### config.mk
export PLATFORM = sky130hd
export DESIGN_NAME = bcd_rtc_mirror
export DESIGN_NICKNAME = d
export VERILOG_FILES = /design/src/rtl/rtc_pkg.sv /design/src/rtl/rtc_divider.sv /design/src/rtl/rtc_calendar.sv /design/src/rtl/bcd_rtc_mirror.sv
export SDC_FILE = /design/constraint.sdc
export NUM_CORES = 1
export LEC_CHECK = 0
export BUFFER_PORTS_ARGS = -buffer_cell sky130_fd_sc_hd__clkbuf_2
export CAP_MARGIN = 15
export CORE_ASPECT_RATIO = 2
export CORE_UTILIZATION = 55
export CTS_CLUSTER_SIZE = 25
export DETAILED_ROUTE_END_ITERATION = 16
export GPL_TIMING_DRIVEN = 0
export HOLD_SLACK_MARGIN = 0.03
export PLACE_DENSITY = 0.72
export SYNTH_ARGS = -nofsm -noshare
export SYNTH_HDL_FRONTEND = slang
export SYNTH_SLANG_ARGS = --single-unit
### constraint.sdc
create_clock -name clk -period 10.1 [get_ports clk]
set_clock_uncertainty 0.2 [all_clocks]
set_input_delay 1.01 -clock clk [delete_from_list [all_inputs] [get_ports clk]]
set_output_delay 1.01 -clock clk [all_outputs]
set_load 0.005 [all_outputs]
### src/rtl/rtc_pkg.sv
package rtc_pkg;

    typedef struct packed {
        logic [7:0] yr;
        logic [7:0] mon;
        logic [7:0] date;
        logic [7:0] wday;
        logic [7:0] hr;
        logic [7:0] min;
        logic [7:0] sec;
    } rtc_time_t;

    localparam int unsigned NUM_FIELDS = 7;

    // Control byte bit positions
    localparam int unsigned CTL_FREEZE = 7;
    localparam int unsigned CTL_LOAD   = 6;
    localparam int unsigned CTL_HALT   = 5;

    function automatic logic [7:0] bcd_inc(input logic [7:0] v);
        if (v[3:0] == 4'd9) return {v[7:4] + 4'd1, 4'd0};
        return {v[7:4], v[3:0] + 4'd1};
    endfunction

    // tens*10 + units is congruent to tens*2 + units modulo 4
    function automatic logic is_leap(input logic [7:0] yr);
        logic [3:0] s;
        s = {yr[6:4], 1'b0} + yr[3:0];
        return s[1:0] == 2'd0;
    endfunction

    function automatic logic [7:0] month_days(input logic [7:0] mon, input logic [7:0] yr);
        case (mon)
            8'h02:                      return is_leap(yr) ? 8'h29 : 8'h28;
            8'h04, 8'h06, 8'h09, 8'h11: return 8'h30;
            default:                    return 8'h31;
        endcase
    endfunction

    function automatic rtc_time_t time_advance(input rtc_time_t t);
        rtc_time_t n;
        n = t;
        if (t.sec != 8'h59) begin
            n.sec = bcd_inc(t.sec);
        end else begin
            n.sec = 8'h00;
            if (t.min != 8'h59) begin
                n.min = bcd_inc(t.min);
            end else begin
                n.min = 8'h00;
                if (t.hr != 8'h23) begin
                    n.hr = bcd_inc(t.hr);
                end else begin
                    n.hr   = 8'h00;
                    n.wday = (t.wday == 8'h07) ? 8'h01 : t.wday + 8'h01;
                    if (t.date != month_days(t.mon, t.yr)) begin
                        n.date = bcd_inc(t.date);
                    end else begin
                        n.date = 8'h01;
                        if (t.mon != 8'h12) begin
                            n.mon = bcd_inc(t.mon);
                        end else begin
                            n.mon = 8'h01;
                            n.yr  = (t.yr == 8'h99) ? 8'h00 : bcd_inc(t.yr);
                        end
                    end
                end
            end
        end
        return n;
    endfunction

endpackage

### src/rtl/rtc_divider.sv
module rtc_divider #(
    parameter int unsigned TICKS_PER_SEC = 32768,
    parameter int unsigned MAG_W         = 4
) (
    input  logic             clk,
    input  logic             rst_n,
    input  logic             tick_en,
    input  logic             halt,
    input  logic             restart,
    input  logic             last_sec,
    input  logic             cal_sign,
    input  logic [MAG_W-1:0] cal_mag,
    output logic             sec_pulse
);
    localparam int unsigned MAX_LEN = TICKS_PER_SEC + (1 << MAG_W);
    localparam int unsigned CNT_W   = $clog2(MAX_LEN + 1);
    localparam logic [CNT_W-1:0] BASE = CNT_W'(TICKS_PER_SEC);

    typedef struct packed {
        logic [CNT_W-1:0] cnt;
    } div_state_t;

    div_state_t       st_d, st_q;
    logic [CNT_W-1:0] lim;

    always_comb begin
        st_d      = st_q;
        sec_pulse = 1'b0;
        if (last_sec) lim = cal_sign ? BASE - CNT_W'(cal_mag) : BASE + CNT_W'(cal_mag);
        else          lim = BASE;
        if (restart) begin
            st_d.cnt = '0;
        end else if (tick_en && !halt) begin
            if (st_q.cnt >= lim - CNT_W'(1)) begin
                sec_pulse = 1'b1;
                st_d.cnt  = '0;
            end else begin
                st_d.cnt = st_q.cnt + CNT_W'(1);
            end
        end
    end

    always_ff @(posedge clk) begin
        if (!rst_n) st_q <= '0;
        else        st_q <= st_d;
    end

    assert_halt_holds_R7: assert property (@(posedge clk) disable iff (!rst_n)
        (halt && !restart) |=> (st_q.cnt == $past(st_q.cnt)));

    assert_pulse_spacing_R3: assert property (@(posedge clk) disable iff (!rst_n)
        sec_pulse |=> !sec_pulse);

    assert_cnt_bound_R8: assert property (@(posedge clk) disable iff (!rst_n)
        st_q.cnt < CNT_W'(MAX_LEN));

endmodule

### src/rtl/rtc_calendar.sv
module rtc_calendar
    import rtc_pkg::*;
(
    input  logic      clk,
    input  logic      rst_n,
    input  logic      adv,
    input  logic      load,
    input  rtc_time_t load_val,
    output rtc_time_t now,
    output rtc_time_t nxt
);
    localparam rtc_time_t RESET_TIME = '{yr: 8'h00, mon: 8'h01, date: 8'h01,
                                         wday: 8'h01, hr: 8'h00, min: 8'h00, sec: 8'h00};

    rtc_time_t cal_d, cal_q;

    always_comb begin
        nxt   = time_advance(cal_q);
        cal_d = cal_q;
        if (load)     cal_d = load_val;
        else if (adv) cal_d = nxt;
    end

    always_ff @(posedge clk) begin
        if (!rst_n) cal_q <= RESET_TIME;
        else        cal_q <= cal_d;
    end

    assign now = cal_q;

    assert_date_in_month_R4: assert property (@(posedge clk) disable iff (!rst_n)
        (cal_q.date != 8'h00) && (cal_q.date <= month_days(cal_q.mon, cal_q.yr)));

    assert_sec_wrap_R3: assert property (@(posedge clk) disable iff (!rst_n)
        (adv && !load && cal_q.sec == 8'h59) |=> (cal_q.sec == 8'h00 && cal_q.min != $past(cal_q.min)));

    assert_idle_stable_R3: assert property (@(posedge clk) disable iff (!rst_n)
        (!adv && !load) |=> $stable(cal_q));

endmodule

### src/rtl/bcd_rtc_mirror.sv
module bcd_rtc_mirror
    import rtc_pkg::*;
#(
    parameter int unsigned ADDR_W        = 13,
    parameter int unsigned TICKS_PER_SEC = 32768,
    parameter int unsigned CAL_MAG_W     = 4
) (
    input  logic              clk,
    input  logic              rst_n,
    input  logic              osc_tick,
    input  logic              bus_sel,
    input  logic              bus_wr,
    input  logic [ADDR_W-1:0] bus_addr,
    input  logic [7:0]        bus_wdata,
    output logic [7:0]        bus_rdata
);
    localparam int unsigned CAL_SIGN = CAL_MAG_W;

    typedef struct packed {
        logic [7:0] ctrl;
        rtc_time_t  shadow;
    } top_state_t;

    top_state_t st_d, st_q;
    rtc_time_t  cal_now, cal_nxt;
    logic       sec_pulse, hit, wr_hit, ctrl_wr, commit;
    logic [2:0] off;

    always_comb begin
        hit    = bus_sel && (&bus_addr[ADDR_W-1:3]);
        off    = bus_addr[2:0];
        wr_hit = hit && bus_wr;
        ctrl_wr = wr_hit && (off == 3'd0);
        commit = ctrl_wr && st_q.ctrl[CTL_LOAD] && !bus_wdata[CTL_LOAD];

        st_d = st_q;
        if (ctrl_wr) st_d.ctrl = bus_wdata;
        if (wr_hit && off != 3'd0 && st_q.ctrl[CTL_LOAD]) begin
            for (int i = 1; i <= int'(NUM_FIELDS); i++) begin
                if (off == 3'(i)) st_d.shadow[(int'(NUM_FIELDS) - i) * 8 +: 8] = bus_wdata;
            end
        end else if (sec_pulse && !st_q.ctrl[CTL_FREEZE] && !st_q.ctrl[CTL_LOAD]) begin
            st_d.shadow = cal_nxt;
        end

        bus_rdata = 8'h00;
        if (hit) begin
            if (off == 3'd0) bus_rdata = st_q.ctrl;
            for (int i = 1; i <= int'(NUM_FIELDS); i++) begin
                if (off == 3'(i)) bus_rdata = st_q.shadow[(int'(NUM_FIELDS) - i) * 8 +: 8];
            end
        end
    end

    always_ff @(posedge clk) begin
        if (!rst_n) begin
            st_q.ctrl   <= 8'h00;
            st_q.shadow <= '{yr: 8'h00, mon: 8'h01, date: 8'h01,
                             wday: 8'h01, hr: 8'h00, min: 8'h00, sec: 8'h00};
        end else begin
            st_q <= st_d;
        end
    end

    rtc_divider #(
        .TICKS_PER_SEC(TICKS_PER_SEC),
        .MAG_W        (CAL_MAG_W)
    ) div_i (
        .clk      (clk),
        .rst_n    (rst_n),
        .tick_en  (osc_tick),
        .halt     (st_q.ctrl[CTL_HALT]),
        .restart  (commit),
        .last_sec (cal_now.sec == 8'h59),
        .cal_sign (st_q.ctrl[CAL_SIGN]),
        .cal_mag  (st_q.ctrl[CAL_MAG_W-1:0]),
        .sec_pulse(sec_pulse)
    );

    rtc_calendar cal_i (
        .clk     (clk),
        .rst_n   (rst_n),
        .adv     (sec_pulse),
        .load    (commit),
        .load_val(st_q.shadow),
        .now     (cal_now),
        .nxt     (cal_nxt)
    );

    assert_freeze_hold_R5: assert property (@(posedge clk) disable iff (!rst_n)
        (st_q.ctrl[CTL_FREEZE] && !st_q.ctrl[CTL_LOAD]) |=> $stable(st_q.shadow));

    assert_write_ignored_R6: assert property (@(posedge clk) disable iff (!rst_n)
        (wr_hit && off != 3'd0 && !st_q.ctrl[CTL_LOAD] && !sec_pulse) |=> $stable(st_q.shadow));

    assert_mirror_tracks_R3: assert property (@(posedge clk) disable iff (!rst_n)
        (sec_pulse && !commit && !st_q.ctrl[CTL_FREEZE] && !st_q.ctrl[CTL_LOAD]) |=> (st_q.shadow == cal_now));

endmodule

==> qor.csv, run 1 <==
metric;value;unit
syn_inst;1155;
die_area;16870;sq um
end_kind;flip-flop;
grt_pass1_wl;53810;um
relSlewSlack;14.72;%
cts_inserted_buffers;17;
intPower;0.0009058;W
root_buffer;clkbuf_16;
finalSetupViolations;0;
ctsHoldBuffers;0;
async_reset_ff_share;0;%
tritoncts;done;
seq_power_share;44.8;%
io_buffers;30;
clock_insertion_delay_worst_skew;0.45;ns
vdd_drop_max;0.09969;mV
holdCritPathClass;flip-flop to flip-flop;
syn_area;8977;sq um
clockBufferDepth;2;
place.gp.congestion;1.110;
post-route-period-util;62.93;%
cp_max_fo;10;
power_leakage;3.406;nW
hold_violations;0;
switchingPower;0.0002960;W
core-area;15860;sq um
clock-sinks;136;
switching_share;24.63;%
grt_max_degree;17;
drc;0;
fin_nets;1274;
grtUsageTotal;43.41;%
avgSynthCellArea;7.773;sq um
fillCellCount;1484;
drv_slew;0;
powerDensity;120.7;nW/um^2
drive_gt1_share;8.949;%
start_kind;flip-flop;
yosysSeqAreaShare;30.33;%
die_x;92.34;um
initial_core_util;56.61;%
regArea;2723;sq um
path_clk_slew;0.07;ns
ys_types;77;
multi_input_area;5838;sq um
vias;9667;
routedWlPerCell;25.08;um
die_h;182.7;um
combPwrFrac;4.1;%
wl;35590;um
fmax;0.1573;GHz
grt_pass1_vias;9444;
cts_max_level;4;
routed_via_density;6.813;
drv_cap;0;
rows;65;
setup_tns;0;ns
synth_edf_count;0;
ant_nets;0;
required;10.20;ns
cp.arrival;6.46;ns
synth-seq-cells;136;
layout_min_cycle_time;6.356;ns
status;completed;
cts_setup_buffers;0;
finalCoreUtilization;62.77;%
synth_warnings;0;
antenna_found_initial;0;
grt-ovfl-total;0;
worstMarginPinSlew;1.268;ns
drtPass1Iterations;6;
io_pins;34;
syn2layout_area_growth;10.89;%
diodes;0;
rsz0062_at_grt;false;
dp_hpwl;26370;um
reg2reg_setup_slack;3.74;ns
ys.flop_type;dfxtp_1;
cts-resized-gates;0;
critPathKind;flip-flop to flip-flop;
syn_nets;1224;
clockPowerShare;51.1;%
drtIter0Drc;1001;
[worst max-delay path, cell delays in order, from the launching register on]
cell	delay, ns
dfxtp_1	0.45
ha_1	0.25
nand3b_1	0.16
nor2_1	0.75
nand3_1	0.42
nand2_1	0.21
nor2_1	0.06
and2_1	0.21
or2_2	0.28
ha_1	0.29
nand2_1	0.06
o21ai_0	0.30
a211oi_1	0.14
or3_1	0.38
clkbuf_1	0.26
o31ai_1	1.07
buf_2	0.43
mux2i_1	0.22
nor2_1	0.05
[synthesized netlist by cell type, types with 10 or more instances]
cell / instances / share of area (%)
a31oi_1: 20 / 1.4
ha_1: 43 / 6.0
o21ai_0: 70 / 3.9
buf_2: 12 / 0.67
nand2_1: 142 / 5.9
or3_1: 11 / 0.77
mux2i_1: 36 / 4.0
xor2_1: 16 / 1.6
nand4_1: 25 / 1.7
nor2_1: 112 / 4.7
nor3_1: 26 / 1.4
xnor2_1: 32 / 3.1
o22ai_1: 10 / 0.70
a311oi_1: 11 / 1.1
a21oi_1: 105 / 5.9
nand3_1: 52 / 2.9
dfxtp_1: 136 / 30
inv_1: 31 / 1.3
buf_1: 13 / 0.54
o211ai_1: 23 / 1.9
clkbuf_1: 48 / 2.0
[final cells by class]
cell class | count | area share, %
buffer | 74 | 2.979
clock buffer | 20 | 4.688
clock inverter | 12 | 1.018
inverter | 32 | 1.207
multi-input combinational | 913 | 58.65
sequential | 136 | 27.35
tap | 201 | 2.526
timing repair buffer | 31 | 1.584
[power groups by stage]
stage	clock, W	sequential (W)	combinational, W
final	0.000614	0.000538	0.0000494
after global routing	0.000632	0.000538	0.0000509
after CTS	0.000608	0.000538	0.0000464
after detailed placement	0	0.000550	0.0000463
after global placement	0	0.000550	0.0000461
after floorplan	0	0.000550	0.0000249
[cells by family after synthesis]
| group | Yosys count | share of synthesized area, % |
|---|---|---|
| compound gates | 328 | 23.53 |
| xor+xnor | 48 | 4.683 |
| fa+ha+maj | 43 | 5.993 |
| buf+inv | 106 | 4.641 |
| flops | 136 | 30.33 |
| mux | 45 | 6.146 |
| simple gates | 449 | 24.68 |
[path summary, 6_finish.rpt]
path,startpoint,cells past startpoint,endpoint
setup / recovery,cal_i.now[0]$_SDFFE_PN0P_,18,st_q[3]$_SDFFE_PN0P_
hold / removal,st_q[9]$_SDFFE_PN0P_,2,cal_i.now[9]$_SDFFE_PN0P_
setup reg to reg,cal_i.now[0]$_SDFFE_PN0P_,18,st_q[3]$_SDFFE_PN0P_
hold reg to reg,st_q[9]$_SDFFE_PN0P_,2,cal_i.now[9]$_SDFFE_PN0P_
[registers in the layout, indices dropped and copies added, names as in the netlist]
name	cells
div_i.st_q	16
cal_i.now	56
st_q	64
[placed cells by master (no fill, tap or decap), types with 6 or more instances in the layout]
| cell | synthesis | routed |
|---|---|---|
| nand2_1 | 142 | 142 |
| dfxtp_1 | 136 | 136 |
| nor2_1 | 112 | 112 |
| a21oi_1 | 105 | 105 |
| o21ai_0 | 70 | 70 |
| nand3_1 | 52 | 52 |
| clkbuf_1 | 48 | 48 |
| ha_1 | 43 | 43 |
| mux2i_1 | 36 | 36 |
| xnor2_1 | 32 | 32 |
| inv_1 | 31 | 31 |
| clkbuf_2 | 0 | 30 |
| nor3_1 | 26 | 26 |
| nand4_1 | 25 | 25 |
| o211ai_1 | 23 | 23 |
| a31oi_1 | 20 | 20 |
| clkbuf_16 | 0 | 17 |
| xor2_1 | 16 | 16 |
| buf_1 | 13 | 13 |
| buf_2 | 12 | 12 |
| or3_1 | 11 | 11 |
| a311oi_1 | 11 | 11 |
| o22ai_1 | 10 | 10 |
| nor2b_1 | 9 | 9 |
| nand2b_1 | 9 | 9 |
| and3_1 | 9 | 9 |
| mux4_2 | 8 | 8 |
| o31ai_1 | 8 | 8 |
| nand3b_1 | 7 | 7 |
| a211oi_1 | 7 | 7 |
| nor4_1 | 7 | 7 |
| and2_1 | 6 | 6 |
| o221ai_1 | 6 | 6 |
| clkinv_2 | 0 | 6 |
[stage by stage]
step,cell area (sq um),worst slack (ns),power (W),hold slack (ns),cells
floorplan,8977,5.756,0.0005749,0.2407,1155
global placement,9379,4.021,0.0005963,0.2520,1386
global route,9955,3.502,0.001222,0.3078,1419
finish,9955,3.744,0.001202,0.2820,1419
CTS,9955,3.949,0.001192,0.2796,1419
detailed placement,9387,3.974,0.0005965,0.2680,1387
[layer usage]
layer / track usage [%] / part of all wire (%) / vias to the layer above
met4: 41.69 / 11 / 0
met1: 43.85 / 33 / 4517
met2: 71.53 / 47 / 572
met3: 10.17 / 9.0 / 241
li1: - / - / 4337
met5: 0 / 0 / -
(Power assumes the default switching activity.)
==> run 2: changes to the inputs <==
- clock period: 10.1 -> 6.45 ns (I/O delays scaled with it)
==> run 2 against run 1 <==
Maximum frequency increased by 4.8%. Worst hold slack improved by 0.0022 ns. Clock-buffer cell count unchanged. Critical path type unchanged. Global-route usage unchanged. First-iteration DRC count increased by 0.20%. Sequential power increased by 57%. Register-to-register slack got worse by 3.4 ns. Largest cell class unchanged. Via count decreased by 0.17%. Cell count unchanged. Sequential cell count unchanged.
==> qor.csv, run 2 (synthesis gave the netlist of run 1 again) <==
metric;value;unit;change
status;completed;;
initial_core_util;56.61;%;unchanged
worstMarginPinSlew;1.275;ns;+0.006215 ns
end_kind;flip-flop;;
grt_max_degree;17;;unchanged
clock_insertion_delay_worst_skew;0.45;ns;about the same
layout.cells.most_common;nand2_1;;
start_kind;flip-flop;;
ant_nets;0;;unchanged
cp.arrival;6.17;ns;-0.29 ns
root_buffer;clkbuf_16;;
layout_common_cells;nand2_1 (142), dfxtp_1 (136), nor2_1 (111);;
grtUsageTotal;43.41;%;unchanged
core-area;15860;sq um;unchanged
path_clk_slew;0.07;ns;about the same
power_leakage;3.406;nW;about the same
fmax;0.1649;GHz;+4.8%
dp_hpwl;26370;um;unchanged
grt_pass1_vias;9444;;unchanged
place.gp.congestion;1.110;;unchanged
die_h;182.7;um;unchanged
hold_violations;0;;unchanged
required;6.55;ns;-3.65 ns
largest_reg_flops;64;;unchanged
rows;65;;unchanged
wl;35560;um;about the same
drv_slew;0;;unchanged
rsz0062_at_grt;false;;
vias;9651;;-0.17%
holdWs;0.2842;ns;+0.002153 ns
routed_via_density;6.801;;-0.17%
cp_max_fo;10;;unchanged
clockBufferDepth;2;;unchanged
vdd_drop_max;0.1549;mV;+55%
tritoncts;done;;
cts_setup_buffers;0;;unchanged
routedWlPerCell;25.06;um;about the same
io_buffers;30;;unchanged
cts-resized-gates;0;;unchanged
antenna_found_initial;0;;unchanged
regMostFlops;st_q;;
drive_gt1_share;9.031;%;+0.082 points
clock-sinks;136;;unchanged
drc;0;;unchanged
die_x;92.34;um;unchanged
drv_cap;0;;unchanged
cts_inserted_buffers;17;;unchanged
fin_nets;1274;;unchanged
layout_min_cycle_time;6.064;ns;-0.2914 ns
grt-ovfl-total;0;;unchanged
setup_tns;0;ns;unchanged
holdCritPathClass;flip-flop to flip-flop;;
syn2layout_area_growth;10.91;%;about the same
ctsHoldBuffers;0;;unchanged
finalCoreUtilization;62.79;%;about the same
drtIter0Drc;1003;;+0.20%
critPathKind;flip-flop to flip-flop;;
diodes;0;;unchanged
finalSetupViolations;0;;unchanged
post-route-period-util;94.02;%;+31 points
cts_max_level;4;;unchanged
powerDensity;188.8;nW/um^2;+56%
io_pins;34;;unchanged
grt_pass1_wl;53810;um;unchanged
fillCellCount;1483;;-0.067%
die_area;16870;sq um;unchanged
drtPass1Iterations;6;;unchanged
relSlewSlack;14.30;%;-0.42 points
run 2: changes by cell type in the layout (fill, tap and decap cells not counted):
cell	delta
nor2_2	+1
nor2_1	-1
run 2: path summary, 6_finish.rpt:
kind / start / endpoint / slack, ns / depth (start not counted)
worst max-delay path: cal_i.now[0]$_SDFFE_PN0P_ / st_q[3]$_SDFFE_PN0P_ / 0.39 / 18
worst min-delay path: st_q[9]$_SDFFE_PN0P_ / cal_i.now[9]$_SDFFE_PN0P_ / 0.28 / 2
worst max register to register: cal_i.now[0]$_SDFFE_PN0P_ / st_q[3]$_SDFFE_PN0P_ / 0.39 / 18
worst min register to register: st_q[9]$_SDFFE_PN0P_ / cal_i.now[9]$_SDFFE_PN0P_ / 0.28 / 2
run 2: stage by stage:
| step | cells | power [W] | worst slack (ns) | cell area [sq um] |
|---|---|---|---|---|
| after floorplan | 1155 | 0.0009002 | 2.106 | 8977 |
| after global placement | 1386 | 0.0009337 | 0.3706 | 9379 |
| after detailed placement | 1387 | 0.0009340 | 0.3239 | 9387 |
| after CTS | 1419 | 0.001867 | 0.2991 | 9955 |
| after global routing | 1419 | 0.001913 | 0.1691 | 9957 |
| final | 1419 | 0.001880 | 0.3858 | 9957 |
run 2: report_power, final:
part / switching [W] / total (W) / internal (W)
sequential: 0.00000172 / 0.000843 / 0.000841
combinational: 0.0000570 / 0.0000769 / 0.0000199
clock: 0.000403 / 0.000960 / 0.000557
total: 0.000461 / 0.00188 / 0.00142
run 2: cell type report:
type                    instances  area [sq um]  area share, %
flip-flops and latches        136          2723          27.34
inverters                      32         120.1          1.206
clock buffers                  20         466.7          4.687
plain buffers                  74         296.5          2.978
well taps                     201         251.5          2.526
repair buffers                 31         157.7          1.583
multi-input cells             913          5841          58.66
clock inverters                12         101.3          1.018
run 2: routing by layer:
layer	part of all wire, %	GRT usage (%)	up-vias
met4	11	41.69	0
li1	-	-	4333
met1	33	43.85	4528
met3	8.4	10.17	239
met2	47	71.53	551
met5	0	0	-
run 2: critical path, stage by stage, from the launching register on:
cell      delay [ns]
dfxtp_1         0.46
ha_1            0.26
nand3b_1        0.17
nor2_2          0.52
nand3_1         0.36
nand2_1         0.20
nor2_1          0.06
and2_1          0.21
or2_2           0.28
ha_1            0.29
nand2_1         0.06
o21ai_0         0.30
a211oi_1        0.14
or3_1           0.38
clkbuf_1        0.26
o31ai_1         1.08
buf_2           0.43
mux2i_1         0.22
nor2_1          0.05
